<file path="src/rtl/clkdist_pkg.sv">
package clkdist_pkg;

    localparam int PRE_MIN = 2;
    localparam int PRE_MAX = 6;
    localparam int STG_MIN = 2;
    localparam int STG_MAX = 32;
    localparam int PRE_W   = $clog2(PRE_MAX + 2);
    localparam int STG_W   = $clog2(STG_MAX + 1);

    typedef struct packed {
        logic             bypass;
        logic [STG_W-1:0] ratio;
    } stage_cfg_t;

    function automatic int clamp_int(input int v, input int lo, input int hi);
        if (v < lo) return lo;
        if (v > hi) return hi;
        return v;
    endfunction

    function automatic int max_total(input int stages);
        int p;
        p = PRE_MAX;
        for (int i = 0; i < stages; i++) p = p * STG_MAX;
        return p;
    endfunction

endpackage

</file>
<file path="src/rtl/clkdist_tick_div.sv">
module clkdist_tick_div #(
    parameter int CNT_W = 6
) (
    input  logic             clk,
    input  logic             rst,
    input  logic             sync_i,
    input  logic             in_tick_i,
    input  logic             bypass_i,
    input  logic [CNT_W-1:0] ratio_i,
    output logic             out_tick_o
);
    logic [CNT_W-1:0] cnt;
    logic [CNT_W-1:0] last;
    logic             at_end;

    assign last   = ratio_i - CNT_W'(1);
    assign at_end = (cnt >= last);

    always_ff @(posedge clk) begin
        if (rst || sync_i || bypass_i) begin
            cnt <= '0;
        end else if (in_tick_i) begin
            if (at_end) cnt <= '0;
            else        cnt <= cnt + CNT_W'(1);
        end
    end

    assign out_tick_o = in_tick_i && (bypass_i || at_end);

    // sync leaves the counter at phase zero
    assert_sync_zero_R8: assert property (@(posedge clk) disable iff (rst)
        sync_i |=> (cnt == '0));

    // a dividing stage (ratio >= 2) never fires on two successive cycles
    assert_no_back_to_back_R1: assert property (@(posedge clk) disable iff (rst)
        (out_tick_o && !bypass_i) |=> !(out_tick_o && !bypass_i));

endmodule

</file>
<file path="src/rtl/clkdist_cfg.sv">
module clkdist_cfg
    import clkdist_pkg::*;
#(
    parameter int NUM_STAGES = 2,
    parameter int RATIO_W    = 13
) (
    input  logic                  pre_skip_i,
    input  logic [PRE_W-1:0]      pre_ratio_i,
    input  stage_cfg_t            stg_raw_i [NUM_STAGES],
    input  logic                  direct_i,
    output logic [PRE_W-1:0]      pre_eff_o,
    output logic [STG_W-1:0]      stg_eff_o [NUM_STAGES],
    output logic                  direct_ok_o,
    output logic                  err_o,
    output logic [RATIO_W-1:0]    total_o
);
    int prod;

    assign pre_eff_o   = PRE_W'(clamp_int(int'(pre_ratio_i), PRE_MIN, PRE_MAX));
    assign direct_ok_o = direct_i && !pre_skip_i;
    assign err_o       = direct_i && pre_skip_i;

    for (genvar s = 0; s < NUM_STAGES; s++) begin : g_stage_eff
        assign stg_eff_o[s] = STG_W'(clamp_int(int'(stg_raw_i[s].ratio), STG_MIN, STG_MAX));
    end

    always_comb begin
        prod = pre_skip_i ? 1 : int'(pre_eff_o);
        for (int s = 0; s < NUM_STAGES; s++) begin
            if (!stg_raw_i[s].bypass) prod = prod * int'(stg_eff_o[s]);
        end
        total_o = direct_ok_o ? RATIO_W'(1) : RATIO_W'(prod);
    end

endmodule

</file>
<file path="src/rtl/clkdist_path.sv">
module clkdist_path
    import clkdist_pkg::*;
#(
    parameter int NUM_STAGES = 2,
    parameter int RATIO_W    = $clog2(max_total(NUM_STAGES) + 1)
) (
    input  logic               clk,
    input  logic               rst,
    input  logic               sync_i,
    input  logic               pre_skip_i,
    input  logic [PRE_W-1:0]   pre_ratio_i,
    input  logic               stg_a_bypass_i,
    input  logic [STG_W-1:0]   stg_a_ratio_i,
    input  logic               stg_b_bypass_i,
    input  logic [STG_W-1:0]   stg_b_ratio_i,
    input  logic               direct_i,
    output logic               tick_o,
    output logic [RATIO_W-1:0] ratio_o,
    output logic               route_err_o
);
    stage_cfg_t         cfg_all [2];
    stage_cfg_t         cfg_used [NUM_STAGES];
    logic [PRE_W-1:0]   pre_eff;
    logic [STG_W-1:0]   stg_eff [NUM_STAGES];
    logic               direct_ok;
    logic               err_now;
    logic [RATIO_W-1:0] total_now;
    logic               src_tick;
    logic               chain [NUM_STAGES+1];
    logic               fire;

    assign cfg_all[0] = '{bypass: stg_a_bypass_i, ratio: stg_a_ratio_i};
    assign cfg_all[1] = '{bypass: stg_b_bypass_i, ratio: stg_b_ratio_i};

    for (genvar s = 0; s < NUM_STAGES; s++) begin : g_cfg_pick
        assign cfg_used[s] = cfg_all[s];
    end

    clkdist_cfg #(
        .NUM_STAGES (NUM_STAGES),
        .RATIO_W    (RATIO_W)
    ) u_cfg (
        .pre_skip_i  (pre_skip_i),
        .pre_ratio_i (pre_ratio_i),
        .stg_raw_i   (cfg_used),
        .direct_i    (direct_i),
        .pre_eff_o   (pre_eff),
        .stg_eff_o   (stg_eff),
        .direct_ok_o (direct_ok),
        .err_o       (err_now),
        .total_o     (total_now)
    );

    assign src_tick = !sync_i;

    clkdist_tick_div #(
        .CNT_W (PRE_W)
    ) u_pre (
        .clk        (clk),
        .rst        (rst),
        .sync_i     (sync_i),
        .in_tick_i  (src_tick),
        .bypass_i   (pre_skip_i),
        .ratio_i    (pre_eff),
        .out_tick_o (chain[0])
    );

    for (genvar s = 0; s < NUM_STAGES; s++) begin : g_stage
        clkdist_tick_div #(
            .CNT_W (STG_W)
        ) u_div (
            .clk        (clk),
            .rst        (rst),
            .sync_i     (sync_i),
            .in_tick_i  (chain[s]),
            .bypass_i   (cfg_used[s].bypass),
            .ratio_i    (stg_eff[s]),
            .out_tick_o (chain[s+1])
        );
    end

    assign fire = direct_ok ? src_tick : chain[NUM_STAGES];

    always_ff @(posedge clk) begin
        if (rst) begin
            tick_o      <= 1'b0;
            ratio_o     <= '0;
            route_err_o <= 1'b0;
        end else begin
            tick_o      <= fire;
            ratio_o     <= total_now;
            route_err_o <= err_now;
        end
    end

    // legal direct routing strobes on every cycle outside sync
    assert_direct_every_cycle_R4: assert property (@(posedge clk) disable iff (rst)
        (direct_i && !pre_skip_i && !sync_i) |=> tick_o);

    // legal direct routing reports a ratio of one
    assert_direct_ratio_R4: assert property (@(posedge clk) disable iff (rst)
        (direct_i && !pre_skip_i) |=> (ratio_o == RATIO_W'(1)));

    // error flag tracks the illegal request one cycle later
    assert_route_err_R5: assert property (@(posedge clk) disable iff (rst)
        1'b1 |=> (route_err_o == $past(direct_i && pre_skip_i)));

    // no strobe follows a sync cycle
    assert_sync_quiet_R8: assert property (@(posedge clk) disable iff (rst)
        sync_i |=> !tick_o);

    // once running, the reported ratio is never zero
    assert_ratio_nonzero_R6: assert property (@(posedge clk) disable iff (rst)
        1'b1 |=> (ratio_o != '0));

endmodule

</file>
<file path="config.mk">
export PLATFORM = sky130hd
export DESIGN_NAME = clkdist_path
export DESIGN_NICKNAME = d
export VERILOG_FILES = /design/src/rtl/clkdist_pkg.sv /design/src/rtl/clkdist_tick_div.sv /design/src/rtl/clkdist_cfg.sv /design/src/rtl/clkdist_path.sv
export SDC_FILE = /design/constraint.sdc
export NUM_CORES = 1
export LEC_CHECK = 0
export ABC_AREA = 1
export BUFFER_PORTS_ARGS = -buffer_cell sky130_fd_sc_hd__buf_2
export CAP_MARGIN = 10
export CORE_ASPECT_RATIO = 1.1
export CORE_UTILIZATION = 30
export CTS_CLUSTER_SIZE = 16
export DETAILED_ROUTE_END_ITERATION = 6
export PLACE_DENSITY_LB_ADDON = 0.2
export SLEW_MARGIN = 10
export SYNTH_ARGS = -nofsm -noshare
export SYNTH_HDL_FRONTEND = slang
export SYNTH_SLANG_ARGS = --single-unit
export TNS_END_PERCENT = 10
</file>
<file path="constraint.sdc">
create_clock -name clk -period 6.45 [get_ports clk]
set_clock_uncertainty 0.1 [all_clocks]
set_input_delay 0.3225 -clock clk [delete_from_list [all_inputs] [get_ports clk]]
set_output_delay 0.3225 -clock clk [all_outputs]
set_load 0.02 [all_outputs]
</file>
After elaboration in Yosys (flattened, before gate mapping)

Cells that the tools add are included.

ROM bits: 0
Input port bits: 22
Memories: 0
Register bits after elaboration: 30
Output and inout bits: 15
RAM bits: 0
Latch bits: 0
Word-level logic and storage cells: 68

Mux-type cells: 29
Div/mod/pow operators: 0
Reductions and logical operators: 15
Shift operators: 0
Magnitude comparators: 9
Bitwise gates (word level): 0
$add $sub $neg: 6
$mul: 2
Eq/ne operators: 0

Operators with widths:

| kind                  | count |
|---|---|
| $mux W6               | 8 |
| $mul A32 B7 Y13       | 1 |
| $mul A32 B7 Y32       | 1 |
| $mux W32              | 1 |
| $mux W3               | 5 |
| $mux W13              | 1 |
| $add A6 B1 Y6 const B | 2 |
| $ge A6 B6 Y1          | 2 |
| $gt A6 B6 Y1 const B  | 2 |
| $lt A6 B2 Y1 const B  | 2 |
| $sub A6 B1 Y6 const B | 2 |
| $mux W1               | 11 |
| $logic_or A1 B1 Y1    | 7 |
| $mux W2               | 3 |
| $logic_and A1 B1 Y1   | 5 |
| $add A3 B1 Y3 const B | 1 |
| $ge A3 B3 Y1          | 1 |
| $gt A3 B3 Y1 const B  | 1 |
| $lt A3 B2 Y1 const B  | 1 |
| $sub A3 B1 Y3 const B | 1 |
| $logic_not A1 Y1      | 2 |
| $reduce_or A2 Y1      | 1 |

Longest topological paths before layout

Word-level depth: 12
Depth in mapped cells: 34
Gate-level depth less buffers: 34

Cells and area by module

From an unflattened synthesis, not the netlist that was laid out.

Cell total of the unflattened synthesis: 583
Area, all modules: 4,090.2 um2

By module, submodules not included:

| module                                  | instances | area each (um2) | seq. area each (um2) | cells an instance |
|---|---|---|---|---|
| clkdist_cfg                             | 1         | 2,327.2         | 0.0                  | 354 |
| clkdist_tick_div (g_stage[0].u_div ...) | 2         | 534.3           | 120.1                | 71 |
| clkdist_path                            | 1         | 439.2           | 300.3                | 50 |
| clkdist_tick_div (u_pre)                | 1         | 255.2           | 60.1                 | 37 |

Worst setup path after synthesis

Ideal clock, no wire load.

Path type: input port to flip-flop
Start point: input port stg_a_ratio_i[2]
End point: register ratio_o[12]
Data required time: 6.235 ns
Setup slack: 0.049 ns
Setup time: 0.115 ns
Data arrival time: 6.186 ns
Stages on the path: 30
Path buffers: 0
Cells stage by stage: nor2_1 > nand2_1 > o21ai_0 > nand2_1 > nor2_1 > ha_1 > fa_1 > fa_1 > nand2_1 > nand2_1 > nand2_1 > inv_1 > or2_2 > nand3_1 > nor2_1 > fa_1 > fa_1 > fa_1 > inv_1 > fa_1 > inv_1 > ha_1 > nand2_1 > nor2_1 > nand3_1 > nand4_1 > xor2_1 > inv_1 > a21oi_1 > nor2_1

Cells in the longest elaborated chain, start to end: 9
Elaborated cells on any way between the ends: 13
Those cells by class: 2 x mul; 2 x order compare; 9 x mux

Ends and longest elaborated chain:

| element                                      | RTL line                             | source |
|---|---|---|
| from (decl)                                  | clkdist_path.sv:13                   | `input logic [STG_W-1:0] stg_a_ratio_i,` |
| $gt A6 B6 Y1 or $lt A6 B2 Y1 (tied branches) | clkdist_pkg.sv:17, clkdist_pkg.sv:16 |  |
| $mux W1 or $mux W2 (tied branches)           | clkdist_pkg.sv:17, clkdist_pkg.sv:16 |  |
| $mux W1 or $mux W6 (tied branches)           | clkdist_pkg.sv:17                    | `if (v > hi) return hi;` |
| $mux W6                                      | clkdist_pkg.sv:18                    | `return v;` |
| $mux W6 (*)                                  | clkdist_pkg.sv:17                    |  |
| $mul A32 B7 Y32 (*)                          | clkdist_cfg.sv:30                    | `if (!stg_raw_i[s].bypass) prod = prod * int'(stg_eff_o[s]);` |
| $mux W32 (*)                                 | clkdist_cfg.sv:30                    |  |
| $mul A32 B7 Y13                              | clkdist_cfg.sv:30                    |  |
| $mux W13 (*)                                 | clkdist_cfg.sv:30                    |  |
| to (signal assigned)                         | clkdist_path.sv:91                   | `ratio_o <= total_now;` |
| to (decl)                                    | clkdist_path.sv:18                   | `output logic [RATIO_W-1:0] ratio_o,` |

Mark *: on every way between the ends. The rest lies on a longest branch, timed or not. The select of a mux whose other input is x is not followed.
A chain may end at the register's enable or synchronous reset.

Final worst setup path

Start point: input port stg_a_ratio_i[1]
End point: register ratio_o[12]

The elaborated chain is that of the path after synthesis.

==> results.md <==
- Worst-Skew Late Latency: 0.28 ns
- Critical path origin: stg_a_ratio_i[1]
- WHS Endpoint: ratio_o[0]$_SDFF_PP0_
- Synth cell types: 36
- Cell Count, Final, Fillers Out: around 880
- Vias in the first global route: 4,144
- Final ANT Viol Nets: 0
- Worst path arrival time: between 6 and 7 ns
- Syn Std Cell Area: 4100 µm²
- Pwr dens: 134 nW/µm²
- TritonCTS Buffers: 5
- Worst r2r src: u_pre.cnt[0]$_SDFFE_PP0N_
- H-tree Lvls: 2
- #FFs+latches synth: 30
- Final Max Slew Viols: 0
- EDFF count, synth: 0
- Fin crit share: 94.8%
- Clk root buf: clkbuf_16
- Hold_sp: rst
- DR vias: 3,982
- Starting density of the core: 30.9%
- Number of DRC markers in iteration 0: 191
- Main synth FF type: dfxtp_1
- Yosys warnings: 0
- Crit start category: input port
- Setup Total Neg Slack: 0 ns
- Drt pass-1 iters: 4
- Max stage delay on crit path: about 0.55 ns
- Worst R2R End: g_stage[1].u_div.cnt[1]$_SDFFE_PP0P_
- WL final: 10,600 µm
- Wire per inst: 12.1 µm
- Sequential cell area fraction in the yosys report: around 15%
- Share of cells above drive strength 1: 25.7%
- Min-Delay Path Depth: 2
- Max Clk Rate: roughly 0.16 GHz
- Crit Path Category: in -> reg
- Status: completed
- Final hold viol count: 0
- Total power: around 0.74 mW
- First-pass GRT wire length: about 18,000 µm
- Leakage Power: 2.82 nW
- Clock transition at path regs: ~0.06 ns
- Initial antenna violation count: 0
- GPL Wtd Cong: 0.806
- # setup viols final: 0
- Io pins: 37
- Rows: 44
- Chip width: 113 µm
- Via density: 4.55
- CP Max Fanout: 5
- Grt ovf: 0
- Final net count: 809
- Fin util: between 40% and 50%
- Worst Path Required: 6.57 ns
- Slowest cell on crit path: fa_1
- # port buffers: 36
- GRT Total Usage: approximately 16%
- Ant. Diodes: 0
- Crit path time final: 6.12 ns
- Worst Hold Class: in -> reg
- Largest net degree at the start of global routing: 17
- Async SR Flop Fraction: 0%
- Die height: approximately 120 µm
- Slew @ Worst Pin: 0.869 ns
- # fillers: ~1.3k
- Crit end category: register
- Area Overhead vs Synth: 33.7%
- Relative slew slack: between 40% and 50%
- Cell mode on critical path: fa_1
- Die Footprint: 14,100 µm²
- Max-Cap Viols: 0
- Core ar.: 13,300 µm²
- Syn avg cell area: 7.05 µm²
- Worst vdd ir: 0.000103 V
- Post-route DRC: 0
- Placed insts: about 860
- Worst Reg2Reg Path Length in Cells: 12
- TritonCTS clock tree: built
- Reg2reg setup slack: approximately 4.3 ns
- Clock net sink count: 30
- Longest Clk Path Bufs: 2
- Final HPWL DP: a little under 9000 µm
- Gate Count Post-Synth: 581
[layout by cell type (no fill, tap or decap), types with 5 or more instances in the layout]
cell type / count
clkbuf_16: 5
nor2_1: 78
buf_2: 36
o21ai_1: 5
fa_1: 31
xor2_1: 10
inv_2: 11
nand3_1: 20
nand4_1: 13
nand2_2: 7
ha_1: 55
buf_4: 67
inv_1: 108
xnor2_1: 7
nor3_1: 5
nand2_1: 85
nor2_2: 11
dfxtp_1: 30
nand3_2: 7
a21oi_1: 25
o21ai_0: 18
ha_4: 7
[layout make-up]
cell class	count	area, µm²	share of cell area (%)
clock buffer	8	166	3.04
inverter	119	447	8.15
multi-input combinational	430	3330	60.8
sequential	30	601	11.0
tap	184	230	4.20
timing repair buffer	105	706	12.9
[through the flow]
stage | cell area, µm² | setup WS, ns | hold WS, ns
after floorplan | 4100 | 0.0492 | 0.292
after global placement | 4980 | -0.370 | 0.333
after global routing | 5480 | -0.0418 | 0.189
final | 5480 | 0.332 | 0.189
after CTS | 5160 | 0.0148 | 0.179
after detailed placement | 4980 | -0.486 | 0.344
[kinds of logic after synthesis]
| group | share of synthesized area [%] |
|---|---|
| AND/OR/NAND/NOR | 25.9 |
| adder cells (fa/ha/maj) | 35.2 |
| flip-flops | 14.7 |
| other | 0.0915 |
| AO/OA/AOI/OAI | 9.31 |
| buffers and inverters | 11.2 |
| XOR/XNOR | 3.63 |
[power breakdown]
group          leakage (nW)  internal [mW]  switching (mW)  total [mW]
clock                0.0832          0.175          0.0904       0.265
sequential            0.243          0.192         0.00165       0.193
combinational          2.49          0.120           0.158       0.278
[flip-flops by register name (all words and copies together), names as in the netlist]
signal	flops
route_err_o	1
u_pre.cnt	3
g_stage.u_div.cnt	12
ratio_o	13
tick_o	1
[routing by layer]
layer | up-vias | routed length, µm | track usage [%]
li1 | 2064 | - | -
met3 | 16 | 241 | 1.75
met1 | 1844 | 4970 | 20.1
met5 | - | 0 | 0
met2 | 58 | 5140 | 28.3
met4 | 0 | 277 | 5.34
[worst max path at each step]
| stage | end | slack [ns] | cells past startpoint |
|---|---|---|---|
| after detailed placement | ratio_o[12]$_SDFF_PP0_ | -0.49 | 34 |
| final | ratio_o[12]$_SDFF_PP0_ | 0.33 | 34 |
| after floorplan | ratio_o[12]$_SDFF_PP0_ | 0.05 | 30 |
| after CTS | ratio_o[12]$_SDFF_PP0_ | 0.01 | 32 |
| after global routing | ratio_o[12]$_SDFF_PP0_ | -0.04 | 33 |
| after global placement | ratio_o[12]$_SDFF_PP0_ | -0.37 | 34 |
[cells in the mapped netlist (2+ instances only)]
cell | number | area (µm²)
or2_2 | 3 | 18.8
xor2_1 | 10 | 87.6
nand3_1 | 27 | 135
o32ai_1 | 2 | 17.5
or3_1 | 4 | 25.0
clkbuf_1 | 2 | 7.51
and2_1 | 3 | 18.8
o21ai_0 | 23 | 115
dfxtp_1 | 30 | 601
nand4_1 | 13 | 81.3
a21oi_1 | 26 | 130
o211ai_1 | 2 | 15.0
nor2_1 | 92 | 345
o22ai_1 | 3 | 18.8
fa_1 | 32 | 641
ha_1 | 64 | 801
nand2_1 | 93 | 349
xnor2_1 | 7 | 61.3
nor3_1 | 7 | 35.0
nand3_2 | 4 | 40.0
inv_2 | 4 | 15.0
o21a_1 | 2 | 15.0
inv_1 | 115 | 432
[worst max-delay path: cells and delay by family]
kind | cells | cell delay (ns)
AO/OA/AOI/OAI | 2 | 0.44
AND/OR/NAND/NOR | 14 | 1.10
adder cells (fa/ha/maj) | 8 | 3.35
XOR/XNOR | 1 | 0.21
buffers and inverters | 9 | 0.80
[timing repair]
item                       4_1_cts  5_1_grt
resized for setup                5       66
setup endpoints to repair        3        6
pin swaps                        0       38
gates cloned                     0        0
hold buffers                     0        0
setup buffers                    0        5
Note: power is estimated with default switching activity, not from simulation.
